===== src/rtl/tmr_pkg.sv =====
package tmr_pkg;

    localparam logic [7:0] OFF_GLOB = 8'h00;
    localparam logic [7:0] OFF_STS  = 8'h04;
    localparam logic [7:0] OFF_CTL  = 8'h10;
    localparam logic [7:0] OFF_IVL  = 8'h14;
    localparam logic [7:0] OFF_CNT  = 8'h18;

    localparam int CTL_RUN     = 0;
    localparam int CTL_RLD     = 1;
    localparam int CTL_SRC_LO  = 2;
    localparam int CTL_PRE_LO  = 4;
    localparam int CTL_ONESHOT = 7;

    typedef enum logic [2:0] {
        SEL_NONE,
        SEL_GLOB,
        SEL_STS,
        SEL_CTL,
        SEL_IVL,
        SEL_CNT
    } reg_sel_e;

endpackage


===== src/rtl/tmr_prescaler.sv =====
module tmr_prescaler #(
    parameter int SRC_W = 2,
    parameter int PRE_W = 3
) (
    input  logic                    clk,
    input  logic                    rst_n,
    input  logic                    en_i,
    input  logic [(1<<SRC_W)-1:0]   src_tick_i,
    input  logic [SRC_W-1:0]        src_sel_i,
    input  logic [PRE_W-1:0]        div_sel_i,
    output logic                    tick_o
);
    localparam int PCNT_W = (1 << PRE_W) - 1;

    logic [PCNT_W-1:0] pre_d, pre_q;
    logic [PCNT_W-1:0] limit;
    logic              sel_tick;

    always_comb begin
        sel_tick = src_tick_i[src_sel_i];
        limit    = (PCNT_W'(1) << div_sel_i) - PCNT_W'(1);
        tick_o   = en_i && sel_tick && (pre_q == limit);
        pre_d    = pre_q;
        if (!en_i) begin
            pre_d = '0;
        end else if (sel_tick) begin
            pre_d = tick_o ? '0 : pre_q + PCNT_W'(1);
        end
    end

    always_ff @(posedge clk or negedge rst_n) begin
        if (!rst_n) pre_q <= '0;
        else        pre_q <= pre_d;
    end

    // a stopped channel leaves the divider at zero
    a_r5_restart: assert property (@(posedge clk) disable iff (!rst_n)
        !en_i |=> pre_q == '0);
    // the divider wraps on every prescaled tick
    a_r5_wrap: assert property (@(posedge clk) disable iff (!rst_n)
        tick_o |=> pre_q == '0);

endmodule


===== src/rtl/tmr_counter.sv =====
module tmr_counter #(
    parameter int CNT_W = 32
) (
    input  logic             clk,
    input  logic             rst_n,
    input  logic             tick_i,
    input  logic             load_i,
    input  logic [CNT_W-1:0] load_val_i,
    input  logic             oneshot_i,
    output logic [CNT_W-1:0] cnt_o,
    output logic             expire_o
);
    logic [CNT_W-1:0] cnt_d, cnt_q;

    always_comb begin
        expire_o = tick_i && !load_i && (cnt_q == CNT_W'(1));
        cnt_d    = cnt_q;
        if (load_i) begin
            cnt_d = load_val_i;
        end else if (tick_i) begin
            if (cnt_q != '0)     cnt_d = cnt_q - CNT_W'(1);
            else if (!oneshot_i) cnt_d = load_val_i;
        end
    end

    always_ff @(posedge clk or negedge rst_n) begin
        if (!rst_n) cnt_q <= '0;
        else        cnt_q <= cnt_d;
    end

    assign cnt_o = cnt_q;

    a_r4_step: assert property (@(posedge clk) disable iff (!rst_n)
        tick_i && !load_i && cnt_q != '0 |=> cnt_q == $past(cnt_q) - CNT_W'(1));
    a_r4_hold: assert property (@(posedge clk) disable iff (!rst_n)
        !tick_i && !load_i |=> $stable(cnt_q));
    a_r3_copy: assert property (@(posedge clk) disable iff (!rst_n)
        load_i |=> cnt_q == $past(load_val_i));
    a_r8_refill: assert property (@(posedge clk) disable iff (!rst_n)
        tick_i && !load_i && !oneshot_i && cnt_q == '0 |=> cnt_q == $past(load_val_i));

endmodule


===== src/rtl/mm_timer.sv =====
module mm_timer #(
    parameter int ADDR_W = 8,
    parameter int DATA_W = 32,
    parameter int CNT_W  = 32,
    parameter int SRC_W  = 2,
    parameter int PRE_W  = 3
) (
    input  logic                   clk,
    input  logic                   rst_n,
    input  logic [(1<<SRC_W)-1:0]  src_tick_i,
    input  logic [ADDR_W-1:0]      addr_i,
    input  logic                   wr_en_i,
    input  logic [DATA_W-1:0]      wdata_i,
    output logic [DATA_W-1:0]      rdata_o,
    output logic                   irq_o
);
    import tmr_pkg::*;

    typedef struct packed {
        logic             ie;
        logic             pend;
        logic             run;
        logic             oneshot;
        logic [SRC_W-1:0] src;
        logic [PRE_W-1:0] pre;
        logic [CNT_W-1:0] ivl;
    } regs_t;

    regs_t    r_d, r_q;
    reg_sel_e sel;
    logic     ctl_wr, sts_clr, load, tick, expire;
    logic [CNT_W-1:0] cnt;

    always_comb begin
        if      (addr_i == ADDR_W'(OFF_GLOB)) sel = SEL_GLOB;
        else if (addr_i == ADDR_W'(OFF_STS))  sel = SEL_STS;
        else if (addr_i == ADDR_W'(OFF_CTL))  sel = SEL_CTL;
        else if (addr_i == ADDR_W'(OFF_IVL))  sel = SEL_IVL;
        else if (addr_i == ADDR_W'(OFF_CNT))  sel = SEL_CNT;
        else                                  sel = SEL_NONE;
    end

    always_comb begin
        ctl_wr  = wr_en_i && (sel == SEL_CTL);
        sts_clr = wr_en_i && (sel == SEL_STS) && wdata_i[0];
        load    = ctl_wr && wdata_i[CTL_RLD];
    end

    tmr_prescaler #(.SRC_W(SRC_W), .PRE_W(PRE_W)) u_pre (
        .clk        (clk),
        .rst_n      (rst_n),
        .en_i       (r_q.run),
        .src_tick_i (src_tick_i),
        .src_sel_i  (r_q.src),
        .div_sel_i  (r_q.pre),
        .tick_o     (tick)
    );

    tmr_counter #(.CNT_W(CNT_W)) u_cnt (
        .clk        (clk),
        .rst_n      (rst_n),
        .tick_i     (tick),
        .load_i     (load),
        .load_val_i (r_q.ivl),
        .oneshot_i  (r_q.oneshot),
        .cnt_o      (cnt),
        .expire_o   (expire)
    );

    always_comb begin
        r_d = r_q;
        if (wr_en_i && sel == SEL_GLOB) r_d.ie  = wdata_i[0];
        if (wr_en_i && sel == SEL_IVL)  r_d.ivl = wdata_i[CNT_W-1:0];
        if (sts_clr) r_d.pend = 1'b0;
        if (expire)  r_d.pend = 1'b1;
        if (ctl_wr) begin
            r_d.run     = wdata_i[CTL_RUN];
            r_d.oneshot = wdata_i[CTL_ONESHOT];
            r_d.src     = wdata_i[CTL_SRC_LO +: SRC_W];
            r_d.pre     = wdata_i[CTL_PRE_LO +: PRE_W];
        end else if (expire && r_q.oneshot) begin
            r_d.run = 1'b0;
        end
    end

    always_ff @(posedge clk or negedge rst_n) begin
        if (!rst_n) r_q <= '0;
        else        r_q <= r_d;
    end

    always_comb begin
        rdata_o = '0;
        unique case (sel)
            SEL_GLOB: rdata_o[0] = r_q.ie;
            SEL_STS:  rdata_o[0] = r_q.pend;
            SEL_CTL: begin
                rdata_o[CTL_RUN]              = r_q.run;
                rdata_o[CTL_SRC_LO +: SRC_W]  = r_q.src;
                rdata_o[CTL_PRE_LO +: PRE_W]  = r_q.pre;
                rdata_o[CTL_ONESHOT]          = r_q.oneshot;
            end
            SEL_IVL:  rdata_o[CNT_W-1:0] = r_q.ivl;
            SEL_CNT:  rdata_o[CNT_W-1:0] = cnt;
            default:  rdata_o = '0;
        endcase
        irq_o = r_q.pend && r_q.ie;
    end

    a_r7_pend_set: assert property (@(posedge clk) disable iff (!rst_n)
        expire |=> r_q.pend);
    a_r10_w1c: assert property (@(posedge clk) disable iff (!rst_n)
        sts_clr && !expire |=> !r_q.pend);
    a_r9_oneshot_stop: assert property (@(posedge clk) disable iff (!rst_n)
        expire && r_q.oneshot && !ctl_wr |=> !r_q.run);
    a_r11_irq_low: assert property (@(posedge clk) disable iff (!rst_n)
        !r_q.ie |-> !irq_o);

endmodule


===== config.mk =====
export PLATFORM = sky130hd
export DESIGN_NAME = mm_timer
export DESIGN_NICKNAME = d
export VERILOG_FILES = /design/src/rtl/tmr_pkg.sv /design/src/rtl/tmr_prescaler.sv /design/src/rtl/tmr_counter.sv /design/src/rtl/mm_timer.sv
export SDC_FILE = /design/constraint.sdc
export NUM_CORES = 1
export LEC_CHECK = 0
export BUFFER_PORTS_ARGS = -buffer_cell sky130_fd_sc_hd__buf_2
export CORE_MARGIN = 5
export CORE_UTILIZATION = 57
export DETAILED_ROUTE_END_ITERATION = 12
export PLACE_DENSITY = 0.84
export SLEW_MARGIN = 20
export SYNTH_ARGS = -nofsm -noshare
export SYNTH_HDL_FRONTEND = slang
export SYNTH_HIERARCHICAL = 1
export SYNTH_SLANG_ARGS = --single-unit

===== constraint.sdc =====
create_clock -name clk -period 3.3 [get_ports clk]
set_input_delay 0.66 -clock clk [delete_from_list [all_inputs] [get_ports clk]]
set_output_delay 0.66 -clock clk [all_outputs]
set_load 0.1 [all_outputs]

**Yosys cells after proc, flatten, opt, wreduce, memory -nomap -nowiden**

Cells that the tools add are included.

- Bits in registers: 80
- Latch bits: 0
- Memory bits (writable): 0
- Memory bits (read-only): 0
- Input bits: 47
- Output and inout bits: 33
- Word-level logic and storage cells: 68
- Memories kept: 0

- $add $sub $neg: 3
- $mul: 0
- Div/mod/pow operators: 0
- Magnitude comparators: 1
- Equality and inequality tests: 13
- Shift-type cells: 1
- Multiplexer cells: 22
- Bitwise operators: 0
- Reduce and logical (&&, ||, !) cells: 19

Operators with widths:

| kind | count |
|---|---|
| $mux 32 | 4 |
| $pmux 24 s2 | 1 |
| $eq 32x1->1 const B | 1 |
| $reduce_bool 32->1 | 1 |
| $sub 32x1->32 const B | 1 |
| $eq 8x5->1 const B | 3 |
| $mux 7 | 3 |
| $pmux 6 s3 | 1 |
| $mux 3 | 5 |
| $logic_and 1x1->1 | 12 |
| $eq 8x3->1 const B | 1 |
| $logic_not 8->1 | 1 |
| $add 7x1->7 const B | 1 |
| $eq 7x7->1 | 1 |
| $shl 1x3->7 const A | 1 |
| $sub 7x2->7 const B | 1 |
| $eq 3x2->1 const B | 2 |
| $eq 3x3->1 const B | 2 |
| $reduce_bool 2->1 | 3 |
| $mux 1 | 5 |
| $pmux 1 s5 | 1 |
| $eq 3x1->1 const B | 1 |
| $lt 2x3->1 const B | 1 |
| $ne 3x1->1 const B | 1 |
| 5 further kinds | 5 |

**Depth between registers and ports, before layout**

Gate-level depths: netlist (run 1).

- Depth after elaboration: 15
- Depth in mapped cells: 12
- Depth with buffers taken out: 11

**Modules after synthesis**

The synthesis (run 1) kept the hierarchy.

Modules (own cells, without submodules):

| module | times used | cells each | area each (um^2) | seq. area each (um^2) |
|---|---|---|---|---|
| tmr_counter | 1 | 275 | 2,129.5 | 800.8 |
| mm_timer | 1 | 155 | 2,070.7 | 1,026.0 |
| tmr_prescaler | 1 | 65 | 578.1 | 175.2 |

**Worst setup path before layout (run 1)**

No wires, ideal clock.

- Kind: input port to output port
- Start point: input port addr_i[7]
- End point: output port rdata_o[2]
- Arrival time: 2.729 ns
- Setup slack: -0.089 ns
- Stages: 3
- Cell sequence: nor4b_1 -> nand2_1 -> o2bb2ai_1

- Longest elaborated chain between the ends: 8
- Elaborated cells on any way between the ends: 14
- Those cells by class: eq/ne: 7; mux: 6; reduce/logical: 1

RTL lines:

| item | RTL line | RTL |
|---|---|---|
| from (decl) | mm_timer.sv:11 | `input logic [ADDR_W-1:0] addr_i,` |
| $eq 8x5->1 | mm_timer.sv:39 | `else if (addr_i == ADDR_W'(OFF_CNT)) sel = SEL_CNT;` |
| $mux 3 | mm_timer.sv:39 |  |
| $mux 3 | mm_timer.sv:38 | `else if (addr_i == ADDR_W'(OFF_IVL)) sel = SEL_IVL;` |
| $mux 3 | mm_timer.sv:37 | `else if (addr_i == ADDR_W'(OFF_CTL)) sel = SEL_CTL;` |
| $mux 3 | mm_timer.sv:36 | `else if (addr_i == ADDR_W'(OFF_STS)) sel = SEL_STS;` |
| $mux 3 (*) | mm_timer.sv:35 | `if (addr_i == ADDR_W'(OFF_GLOB)) sel = SEL_GLOB;` |
| $eq 3x3->1 / $eq 3x2->1 (equally long branches) | mm_timer.sv:93 | `unique case (sel)` |
| $pmux 6 s3 (*) | mm_timer.sv:93 |  |
| to (decl) | mm_timer.sv:14 | `output logic [DATA_W-1:0] rdata_o,` |

Every way passes the cells marked *; elsewhere a longest branch is shown, timed or not.

**Final worst setup path (run 1)**

- Start point: register u_cnt.cnt_q[0], in the netlist u_cnt/cnt_o[0]
- End point: register u_cnt.cnt_q[28], in the netlist u_cnt/cnt_o[28]

- Longest elaborated chain between the ends: 4
- Elaborated cells on any way between the ends: 7
- Those cells by class: add/sub: 1; eq/ne: 1; mux: 3; reduce/logical: 2

RTL lines:

| item | RTL line | RTL |
|---|---|---|
| from (decl) | tmr_counter.sv:13 | `logic [CNT_W-1:0] cnt_d, cnt_q;` |
| from (signal assigned) | tmr_counter.sv:28 | `else cnt_q <= cnt_d;` |
| $sub 32x1->32 / $reduce_bool 32->1 (equally long branches) | tmr_counter.sv:21 | `if (cnt_q != '0) cnt_d = cnt_q - CNT_W'(1);` |
| $mux 32 | tmr_counter.sv:21 |  |
| $mux 32 | tmr_counter.sv:20 | `end else if (tick_i) begin` |
| $mux 32 | tmr_counter.sv:18 | `if (load_i) begin` |

Parallel ways exist; a longest one is shown, timed or not. The select of a mux whose other input is x is not followed.
A chain may end at the register's enable or synchronous reset.

==> results of run 1 <==
synth_stat cells, types with 11 or more instances:
cell type / number / area (µm²)
nand2_1: 20 / 75.1
mux2_2: 41 / 462
nor3_1: 20 / 100
buf_2: 11 / 55.1
a22o_1: 30 / 263
dfrtp_1: 80 / 2000
nor4_1: 15 / 93.8
a21oi_1: 34 / 170
nor2_1: 42 / 158
nand3_1: 18 / 90.1
o21ai_0: 36 / 180
clkbuf_1: 20 / 75.1
state kept, by name, summed over array words and instances, names as in the netlist:
| name | flops |
|---|---|
| u_pre/pre_q | 7 |
| r_q | 41 |
| u_cnt/cnt_o | 32 |
cell families after synthesis:
group	synth area share, %
AO/OA/AOI/OAI	22.4
XOR/XNOR	0.367
adder cells (fa/ha/maj)	0.786
buffers and inverters	4.69
flip-flops	41.9
multiplexers	12.2
AND/OR/NAND/NOR	17.6
metal layers:
metal  GRT usage [%]  routed length (µm)  vias up
met5               0                   0        -
met2            44.5                6390      248
met3            4.41                1080       29
met1            34.1                5230     2144
met4            8.38                 205        0
li1                -                   -     2034
where the power goes:
| group | total, mW | internal, mW | switching [mW] |
|---|---|---|---|
| sequential | 1.10 | 1.03 | 0.0710 |
| combinational | 0.380 | 0.147 | 0.233 |
| clock | 0.648 | 0.293 | 0.355 |
| total | 2.13 | 1.47 | 0.659 |
worst paths after layout:
kind | start | to | slack, ns | depth (start not counted)
hold reg to reg | r_q[39]$_DFFE_PN0P_ | r_q[39]$_DFFE_PN0P_ | 0.52 | 1
setup / recovery | u_cnt/cnt_o[0]$_DFFE_PN0P_ | u_cnt/cnt_o[28]$_DFFE_PN0P_ | 0.29 | 9
setup reg to reg | u_cnt/cnt_o[0]$_DFFE_PN0P_ | u_cnt/cnt_o[28]$_DFFE_PN0P_ | 0.29 | 9
max in group asynchronous | rst_n | u_cnt/cnt_o[19]$_DFFE_PN0P_ | 2.45 | 1
hold / removal | rst_n | r_q[26]$_DFFE_PN0P_ | 0.34 | 1
min in group clk | r_q[39]$_DFFE_PN0P_ | r_q[39]$_DFFE_PN0P_ | 0.52 | 1
timing repair:
item                                    in CTS  in global routing
gates resized for setup                      0                  1
hold buffers                                 0                  0
endpoints found under the setup margin       0                  1
critical path: stages (launching register included):
cell and delay (ns):
dfrtp_1 0.45, inv_1 0.12, ha_1 0.23, or3b_2 0.57, nor4_1 0.46, a31oi_2 0.37, buf_12 0.28, nor2_1 0.12
a41oi_1 0.06, o22a_1 0.22
layout by cell type, fill, tap and decap left out, types with 13 or more instances in the layout:
master   instances
nand2_1         20
a22o_1          30
buf_12          35
buf_2           46
o21ai_0         36
mux2_2          41
buf_4           13
nor4_1          15
nand3_1         18
a21oi_1         33
nor2_1          41
nor3_1          20
dfrtp_1         80
final cells by class:
class,instances,share of cell area (%)
Multi-Input combinational cell,369,43.1
Clock inverter,5,0.547
Timing Repair Buffer,95,17.5
Tap cell,105,2.21
Inverter,10,0.631
Clock buffer,11,2.38
Sequential cell,80,33.6
stage by stage:
step,hold slack (ns),area (µm²),power (mW),TNS [ns]
2_1_floorplan,0.364,4780,1.35,-0.533
3_3_place_gp,0.478,5770,1.46,0
3_5_place_dp,0.505,5770,1.48,0
4_1_cts,0.513,5940,2.12,0
5_1_grt,0.403,5950,2.24,0
6_report,0.336,5950,2.13,0
==> flow_metrics.tcl, run 1 <==
set metrics [dict create \
    cts_tree "yes" \
    worst_pin_slew_ns 0.734 \
    synth.distinct_cells 59 \
    die_area_um2 10300 \
    critical_path_class "reg -> reg" \
    dpl.cell_count 659 \
    leakage_nw 2.66 \
    synthCells 495 \
    cts_sinks 80 \
    start_kind "flip-flop" \
    grt_pass1_wl_um 21700 \
    status "completed" \
    cp_max_fo 30 \
    slew_violations 0 \
    worstPathRequired_ns 3.54 \
    relSlewSlack_pct 51.1 \
    fp.coreArea_um2 8180 \
    ios 80 \
    seq_area_um2 2000 \
    clockRootBuffer "clkbuf_8" \
    skew_ns 0.0122 \
    place_ws_ns 0.351 \
    multi_input_area_um2 2560 \
    yosys_warnings 6 \
    synth_area_per_cell_um2 9.65 \
    place.gp.congestion 0.904 \
    initial_core_util_pct 58.4 \
    grt_max_degree 81 \
    final_nets 615 \
    grt_pass1_vias 4519 \
    postCtsSetupRepairBufs 0 \
    syn2layout_area_growth_pct 24.5 \
    die_x_um 102 \
    synth-edff-count 0 \
    drt_iter0_markers 468 \
    clockBufferDepth 2 \
    end_kind "flip-flop" \
    ir_drop_mv 0.240 \
    drtAntennaViolNets 0 \
    arrival_ns 3.25 \
    hold_viol 0 \
    synth_nets 545 \
    fill_cells 588 \
    final_util_pct 72.8 \
    viasPerCell 6.60 \
    fin_crit_ns 3.01 \
    die_h_um 102 \
    drc_errors 0 \
    drive_above_1_share_pct 28.8 \
    first_pass_iters 8 \
    grt_overflow 0 \
    n_antenna_cell 0 \
    gr-usage-all-layers_pct 26.2 \
    hpwl_um 9050 \
    cap_violations 0 \
    avgRoutedWirePerCell_um 19.1 \
    setup_violations 0 \
    setup_ws_ns 0.286 \
    htree_levels 3 \
    powerDensity_nw_per_um2 358 \
    synth_seq_cells 80 \
    routed_wl_um 12900 \
    numCtsBuffers 9 \
    synthFlopType "dfrtp_1" \
    rsz0062_at_grt "no" \
    rows 33 \
    antenna_found_initial 0 \
    num_vias 4455 \
    path_clk_slew_ns 0.09 \
    portBuffers 79 \
    synth_area_um2 4780 \
    max_freq_ghz 0.332 \
    final_cells 675 \
    insertion_delay_ns 0.35 \
    async_flop_share_pct 100 \
    min_period_over_period_pct 91.3 \
    min_path_type "in -> async" \
    yosysSeqAreaShare_pct 41.9 \
]
Power figures use the tool's default switching activity.
==> inputs of run 2 (changes only) <==
--- a/config.mk
+++ b/config.mk
@@ -5,11 +5,12 @@
 export SDC_FILE = /design/constraint.sdc
 export NUM_CORES = 1
 export LEC_CHECK = 0
+export ABC_CLOCK_PERIOD_IN_PS = 3500
 export BUFFER_PORTS_ARGS = -buffer_cell sky130_fd_sc_hd__buf_2
 export CORE_MARGIN = 5
-export CORE_UTILIZATION = 57
+export CORE_UTILIZATION = 60
 export DETAILED_ROUTE_END_ITERATION = 12
-export PLACE_DENSITY = 0.84
+export PLACE_DENSITY = 0.87
 export SLEW_MARGIN = 20
 export SYNTH_ARGS = -nofsm -noshare
 export SYNTH_HDL_FRONTEND = slang
==> constraint.sdc (replaced) <==
create_clock -name clk -period 3.5 [get_ports clk]
set_input_delay 0.7 -clock clk [delete_from_list [all_inputs] [get_ports clk]]
set_output_delay 0.7 -clock clk [all_outputs]
set_load 0.1 [all_outputs]
==> run 2 against run 1 <==
Compared with the run above:
- combinational power fell by 5.8%
- critical path type unchanged
- core utilization rose by 4.6 points
- critical path depth rose by 2
- total power rose by 4.6%
- via count rose by 0.88%
- clock power rose by 28%
- largest power group unchanged
==> flow_metrics.tcl, run 2 (synthesis results as in run 1) <==
set metrics [dict create \
    status "completed" \
    wl_met3_um 1040 \
    largest_reg_flops 41 \
    internal_power_mw 1.60 \
    die_x_um 99.2 \
    seqPwrFrac_pct 46.7 \
    cts_resized 0 \
    rsz0062_at_grt "no" \
    min_path_type "in -> async" \
    viasPerCell 6.71 \
    multi_input_area_um2 2560 \
    powerDensity_nw_per_um2 373 \
    htree_levels 3 \
    routed_wl_um 12800 \
    drt_iter0_markers 412 \
    max_freq_ghz 0.328 \
    postCtsSetupRepairBufs 0 \
    insertion_delay_ns 0.36 \
    fill_cells 484 \
    leakage_nw 2.67 \
    drtAntennaViolNets 0 \
    slew_violations 0 \
    r2r_setup_slack_ns 0.45 \
    cts_hold_buf 0 \
    gr-usage-all-layers_pct 26.2 \
    regMostFlops "r_q" \
    portBuffers 79 \
    clockBufferDepth 2 \
    skew_ns 0.00714 \
    worst_pin_slew_ns 0.713 \
    final_util_pct 77.4 \
    wl_met1_um 5100 \
    grt_overflow 0 \
    p_comb_share_pct 16.1 \
    die_area_um2 9850 \
    r2r_cells 11 \
    antenna_found_initial 0 \
    p_sw_mw 0.629 \
    wl_met2_um 6340 \
    cts_tree "yes" \
    avgRoutedWirePerCell_um 19.1 \
    p_sw_share_pct 28.2 \
    clock_power_share_pct 37.2 \
    hpwl_um 8640 \
    r2r_start "r_q[33]$_DFFE_PN0P_" \
    rows 32 \
    highest_layer "met4" \
    grt_pass1_wl_um 21300 \
    n_antenna_cell 0 \
    ios 80 \
    cts_sinks 80 \
    seq_area_um2 2000 \
    setup_tns_ns 0 \
    drc_errors 0 \
    final_nets 614 \
    total_power_mw 2.23 \
    end_kind "flip-flop" \
    ir_drop_mv 0.259 \
    die_h_um 99.2 \
    first_pass_iters 5 \
    drive_above_1_share_pct 28.5 \
    cap_violations 0 \
    worstPathRequired_ns 3.75 \
    grt_pass1_vias 4451 \
    numCtsBuffers 9 \
    path_clk_slew_ns 0.08 \
    fp.coreArea_um2 7730 \
    min_period_over_period_pct 87.2 \
    hold_viol 0 \
    cp_max_fo 13 \
    layout_commonest_cell "dfrtp_1" \
    setup_violations 0 \
    fin_crit_ns 3.05 \
    place.gp.congestion 0.918 \
    relSlewSlack_pct 52.5 \
    startpoint "r_q[33]$_DFFE_PN0P_" \
    arrival_ns 3.30 \
    grt_max_degree 81 \
    r2r_end "r_q[38]$_DFFE_PN0P_" \
    initial_core_util_pct 61.8 \
    syn2layout_area_growth_pct 25.1 \
    final_cell_mix "dfrtp_1, buf_2, nor2_1" \
    num_vias 4494 \
    critical_path_class "reg -> reg" \
    clockRootBuffer "clkbuf_8" \
    start_kind "flip-flop" \
]
==> run 2: cell count changes in the layout (fill, tap and decap cells not counted) <==
cell        previous run  this run
buf_12                35        33
buf_4                 13        14
bufinv_16              0         3
clkbuf_1               1         0
clkinv_2               3         0
clkinv_4               2         0
clkinvlp_4             0         2
nor2_1                41        42
nor2_2                 1         0
==> run 2: per-stage QoR <==
stage          setup WS, ns  cell area (µm²)  instances  hold WS, ns
4_1_cts               0.447             5980        670        0.517
3_3_place_gp          0.464             5730        655        0.472
6_report              0.449             5980        670        0.365
2_1_floorplan        0.0312             4780        495        0.404
3_5_place_dp          0.446             5730        655        0.498
5_1_grt               0.245             5980        670        0.435
==> run 2: power by group through the flow <==
stage / clock (mW) / combinational (mW) / sequential [mW]
2_1_floorplan: 0 / 0.246 / 1.03
3_3_place_gp: 0 / 0.320 / 1.05
3_5_place_dp: 0 / 0.335 / 1.06
4_1_cts: 0.832 / 0.347 / 1.04
5_1_grt: 0.871 / 0.396 / 1.05
6_report: 0.829 / 0.358 / 1.04
==> run 2: layer usage <==
metal / up-vias / global-route usage [%]
li1: 2018 / -
met5: - / 0
met4: 0 / 9.03
met1: 2197 / 33.2
met3: 43 / 5.54
met2: 236 / 44.3
==> run 2: worst max path at each step <==
stage	cells after the start	slack [ns]	endpoint
2_1_floorplan	3	0.03	rdata_o[2]
3_3_place_gp	6	0.46	rdata_o[5]
3_5_place_dp	6	0.45	rdata_o[3]
4_1_cts	6	0.45	rdata_o[3]
5_1_grt	11	0.24	r_q[38]$_DFFE_PN0P_
6_report	11	0.45	r_q[38]$_DFFE_PN0P_
==> run 2: worst max-delay path, cell delays in order (launching register included) <==
cell,delay (ns)
dfrtp_1,0.53
or4_1,0.55
mux2i_1,0.15
o32a_2,0.22
nand2_1,0.10
nor2_1,0.18
inv_1,0.09
nor4_1,0.18
nand4_1,0.12
nor3_1,0.38
a21boi_0,0.15
mux2_2,0.28
==> run 2: final cells by class <==
class	count	share of cell area, %
Clock buffer	10	2.30
Clock inverter	5	1.76
Inverter	10	0.628
Multi-Input combinational cell	369	42.9
Sequential cell	80	33.5
Tap cell	102	2.13
Timing Repair Buffer	94	16.8
==> inputs of run 3 (changes only) <==
--- a/config.mk
+++ b/config.mk
@@ -7,6 +7,7 @@
 export LEC_CHECK = 0
 export ABC_CLOCK_PERIOD_IN_PS = 3500
 export BUFFER_PORTS_ARGS = -buffer_cell sky130_fd_sc_hd__buf_2
+export CORE_ASPECT_RATIO = 1.75
 export CORE_MARGIN = 5
 export CORE_UTILIZATION = 60
 export DETAILED_ROUTE_END_ITERATION = 12
@@ -14,5 +15,4 @@
 export SLEW_MARGIN = 20
 export SYNTH_ARGS = -nofsm -noshare
 export SYNTH_HDL_FRONTEND = slang
-export SYNTH_HIERARCHICAL = 1
 export SYNTH_SLANG_ARGS = --single-unit
==> run 3 against run 2 <==
Compared with the run above:
- worst hold slack lost 0.027 ns
- count of clock-buffer cells in the layout up 1
- cell count fell by 2.4%
- synthesized cell count down 2.4%
- die area rose by 0.34%
- wire length increased by 15%
- combinational power up 47%
- global-route usage is 4.3 points higher
- core utilization rose by 0.21 points
- register-to-register slack got worse by 0.08 ns
- worst setup slack worse by 0.26 ns
- critical endpoint is now rdata_o[0]
- largest cell class unchanged
==> flow_metrics.tcl, run 3 <==
set metrics [dict create \
    yosys_warnings 0 \
    die_h_um 128 \
    hold_viol 0 \
    final_nets 611 \
    grt_max_degree 81 \
    clockBufferDepth 2 \
    grt_overflow 0 \
    synth_seq_cells 80 \
    worstPathRequired_ns 2.80 \
    final_area_um2 6090 \
    leakage_nw 2.88 \
    yosysSeqAreaShare_pct 42.1 \
    drive_above_1_share_pct 34.2 \
    setup_tns_ns 0 \
    grt_pass1_wl_um 23800 \
    synthFlopType "dfrtp_1" \
    drc_errors 0 \
    gr-usage-all-layers_pct 30.4 \
    die_x_um 77.3 \
    fp.coreArea_um2 7860 \
    min_path_type "in -> async" \
    arrival_ns 2.61 \
    cp_slowest_stage_delay_ns 0.51 \
    portBuffers 79 \
    hold-worst-slack_ns 0.338 \
    ir_drop_mv 0.343 \
    r2r_cells 7 \
    worst_pin_slew_ns 0.789 \
    synth_nets 534 \
    min_period_over_period_pct 94.7 \
    rsz0062_at_grt "no" \
    skew_ns 0.00563 \
    r2r_end "u_cnt.cnt_o[10]$_DFFE_PN0P_" \
    yosysMostFrequentCell "dfrtp_1" \
    critical_path_class "in -> out" \
    synth_common_cells "dfrtp_1, mux2_2, nor2_1, nand2_1, a22o_1" \
    cts_hold_buf 0 \
    viasPerCell 7.05 \
    total_power_mw 2.50 \
    drtAntennaViolNets 0 \
    rows 43 \
    htree_levels 3 \
    final_cell_mix "dfrtp_1, buf_2, mux2_2" \
    layout_commonest_cell "dfrtp_1" \
    cpMaxStageDelayCell "or4_1" \
    slew_violations 0 \
    avgRoutedWirePerCell_um 22.6 \
    end_kind "primary output" \
    place.gp.congestion 0.887 \
    antenna_found_initial 0 \
    fill_cells 497 \
    first_pass_iters 7 \
    drt_iter0_markers 396 \
    numCtsBuffers 9 \
    synth_area_per_cell_um2 9.85 \
    insertion_delay_ns 0.34 \
    initial_core_util_pct 60.6 \
    netlist.area_leader.share_pct 42.1 \
    placed_cell_area_um2 5780 \
    r2r_start "u_cnt.cnt_o[17]$_DFFE_PN0P_" \
    cts_tree "yes" \
    regMostFlops "r_q" \
    largest_reg_flops 41 \
    synthCells 483 \
    cp_num_buf_inv 2 \
    dpl.cell_count 638 \
    syn2layout_area_growth_pct 28.1 \
    start_kind "primary input" \
    cp_max_fo 8 \
    path_delay_family "simple AND/OR/NAND/NOR gates" \
    clockRootBuffer "clkbuf_16" \
    grt_pass1_vias 4782 \
    synthTopCellsByArea "dfrtp_1, mux2_2, a22o_1" \
    synth_area_um2 4760 \
    die_area_um2 9880 \
    cap_violations 0 \
    path_depth 7 \
    synth-edff-count 0 \
    cts_resized 0 \
    fin_crit_ns 3.31 \
    r2r_setup_slack_ns 0.37 \
    status "completed" \
    ios 80 \
    n_antenna_cell 0 \
    hpwl_um 10300 \
    startpoint "addr_i[1]" \
    worstPathCellList "buf_2 > or4_1 > nor2_1 > and2_1 > a22o_1 > o221a_2 > buf_12" \
    yosys.area.top_type "dfrtp_1" \
    setup_violations 0 \
    num_vias 4610 \
    endpoint "rdata_o[0]" \
    path_clk_slew_ns 0.06 \
    max_freq_ghz 0.302 \
    final_cells 654 \
    routed_wl_um 14800 \
    relSlewSlack_pct 47.4 \
    synth.distinct_cells 69 \
    powerDensity_nw_per_um2 411 \
    cts_sinks 80 \
    async_flop_share_pct 100 \
    postCtsSetupRepairBufs 0 \
]
==> run 3: cell count changes after synthesis, moves of 6 or more <==
| cell | previous run | this run |
|---|---|---|
| buf_2 | 11 | 2 |
| o2bb2ai_1 | 8 | 1 |
| o21ai_0 | 36 | 21 |
| nand2_1 | 20 | 30 |
| a21oi_1 | 34 | 18 |
| nor4_1 | 15 | 7 |
| mux2i_1 | 10 | 4 |
| a222oi_1 | 0 | 6 |
| and3_1 | 2 | 8 |
==> run 3: final cells by class <==
class / count / area [µm²] / share of cell area [%]
timing repair buffer: 94 / 1030 / 16.9
tap: 90 / 113 / 1.85
clock buffer: 11 / 243 / 3.98
multi-input combinational: 362 / 2620 / 42.9
sequential: 80 / 2000 / 32.8
inverter: 13 / 48.8 / 0.801
clock inverter: 4 / 45.0 / 0.739
==> run 3: worst min path at each step <==
stage / endpoint / slack, ns / cells after the start
after CTS: u_cnt.cnt_o[17]$_DFFE_PN0P_ / 0.52 / 2
final: r_q[39]$_DFFE_PN0P_ / 0.34 / 1
after global placement: u_cnt.cnt_o[17]$_DFFE_PN0P_ / 0.49 / 2
after global routing: r_q[39]$_DFFE_PN0P_ / 0.37 / 1
after floorplan: r_q[0]$_DFFE_PN0P_ / 0.40 / 0
after detailed placement: u_cnt.cnt_o[8]$_DFFE_PN0P_ / 0.51 / 2
==> run 3: layer usage <==
metal  global-route usage, %  vias to the layer above  part of all wire, %
met3                    7.31                       69                  6.7
met5                       0                        -                    0
li1                        -                     2025                    -
met1                    32.1                     2259                   34
met4                    17.2                        0                  4.4
met2                    54.3                      257                   55
==> run 3: per-stage QoR <==
stage	setup WS (ns)	util, %
floorplan	0.0107	-
global placement	0.296	73.6
detailed placement	0.243	73.6
CTS	0.221	77.3
global route	0.0937	77.6
finish	0.186	77.6
==> run 3: cells by family (layout without fill, tap and decap cells) <==
group | after synthesis | in the layout | share of synthesized area (%)
xor gates and xnor gates | 1 | 1 | 0.184
AOI/OAI and AO/OA | 145 | 145 | 23.6
adders and majority gates | 4 | 4 | 1.05
buffers and inverters | 41 | 122 | 3.76
DFF | 80 | 80 | 42.1
and+or+nand+nor | 168 | 168 | 19.0
muxes | 44 | 44 | 10.3
==> run 3: report_power, final <==
part / internal, mW / switching, mW
Sequential: 0.979 / 0.0725
Combinational: 0.197 / 0.331
Clock: 0.564 / 0.361
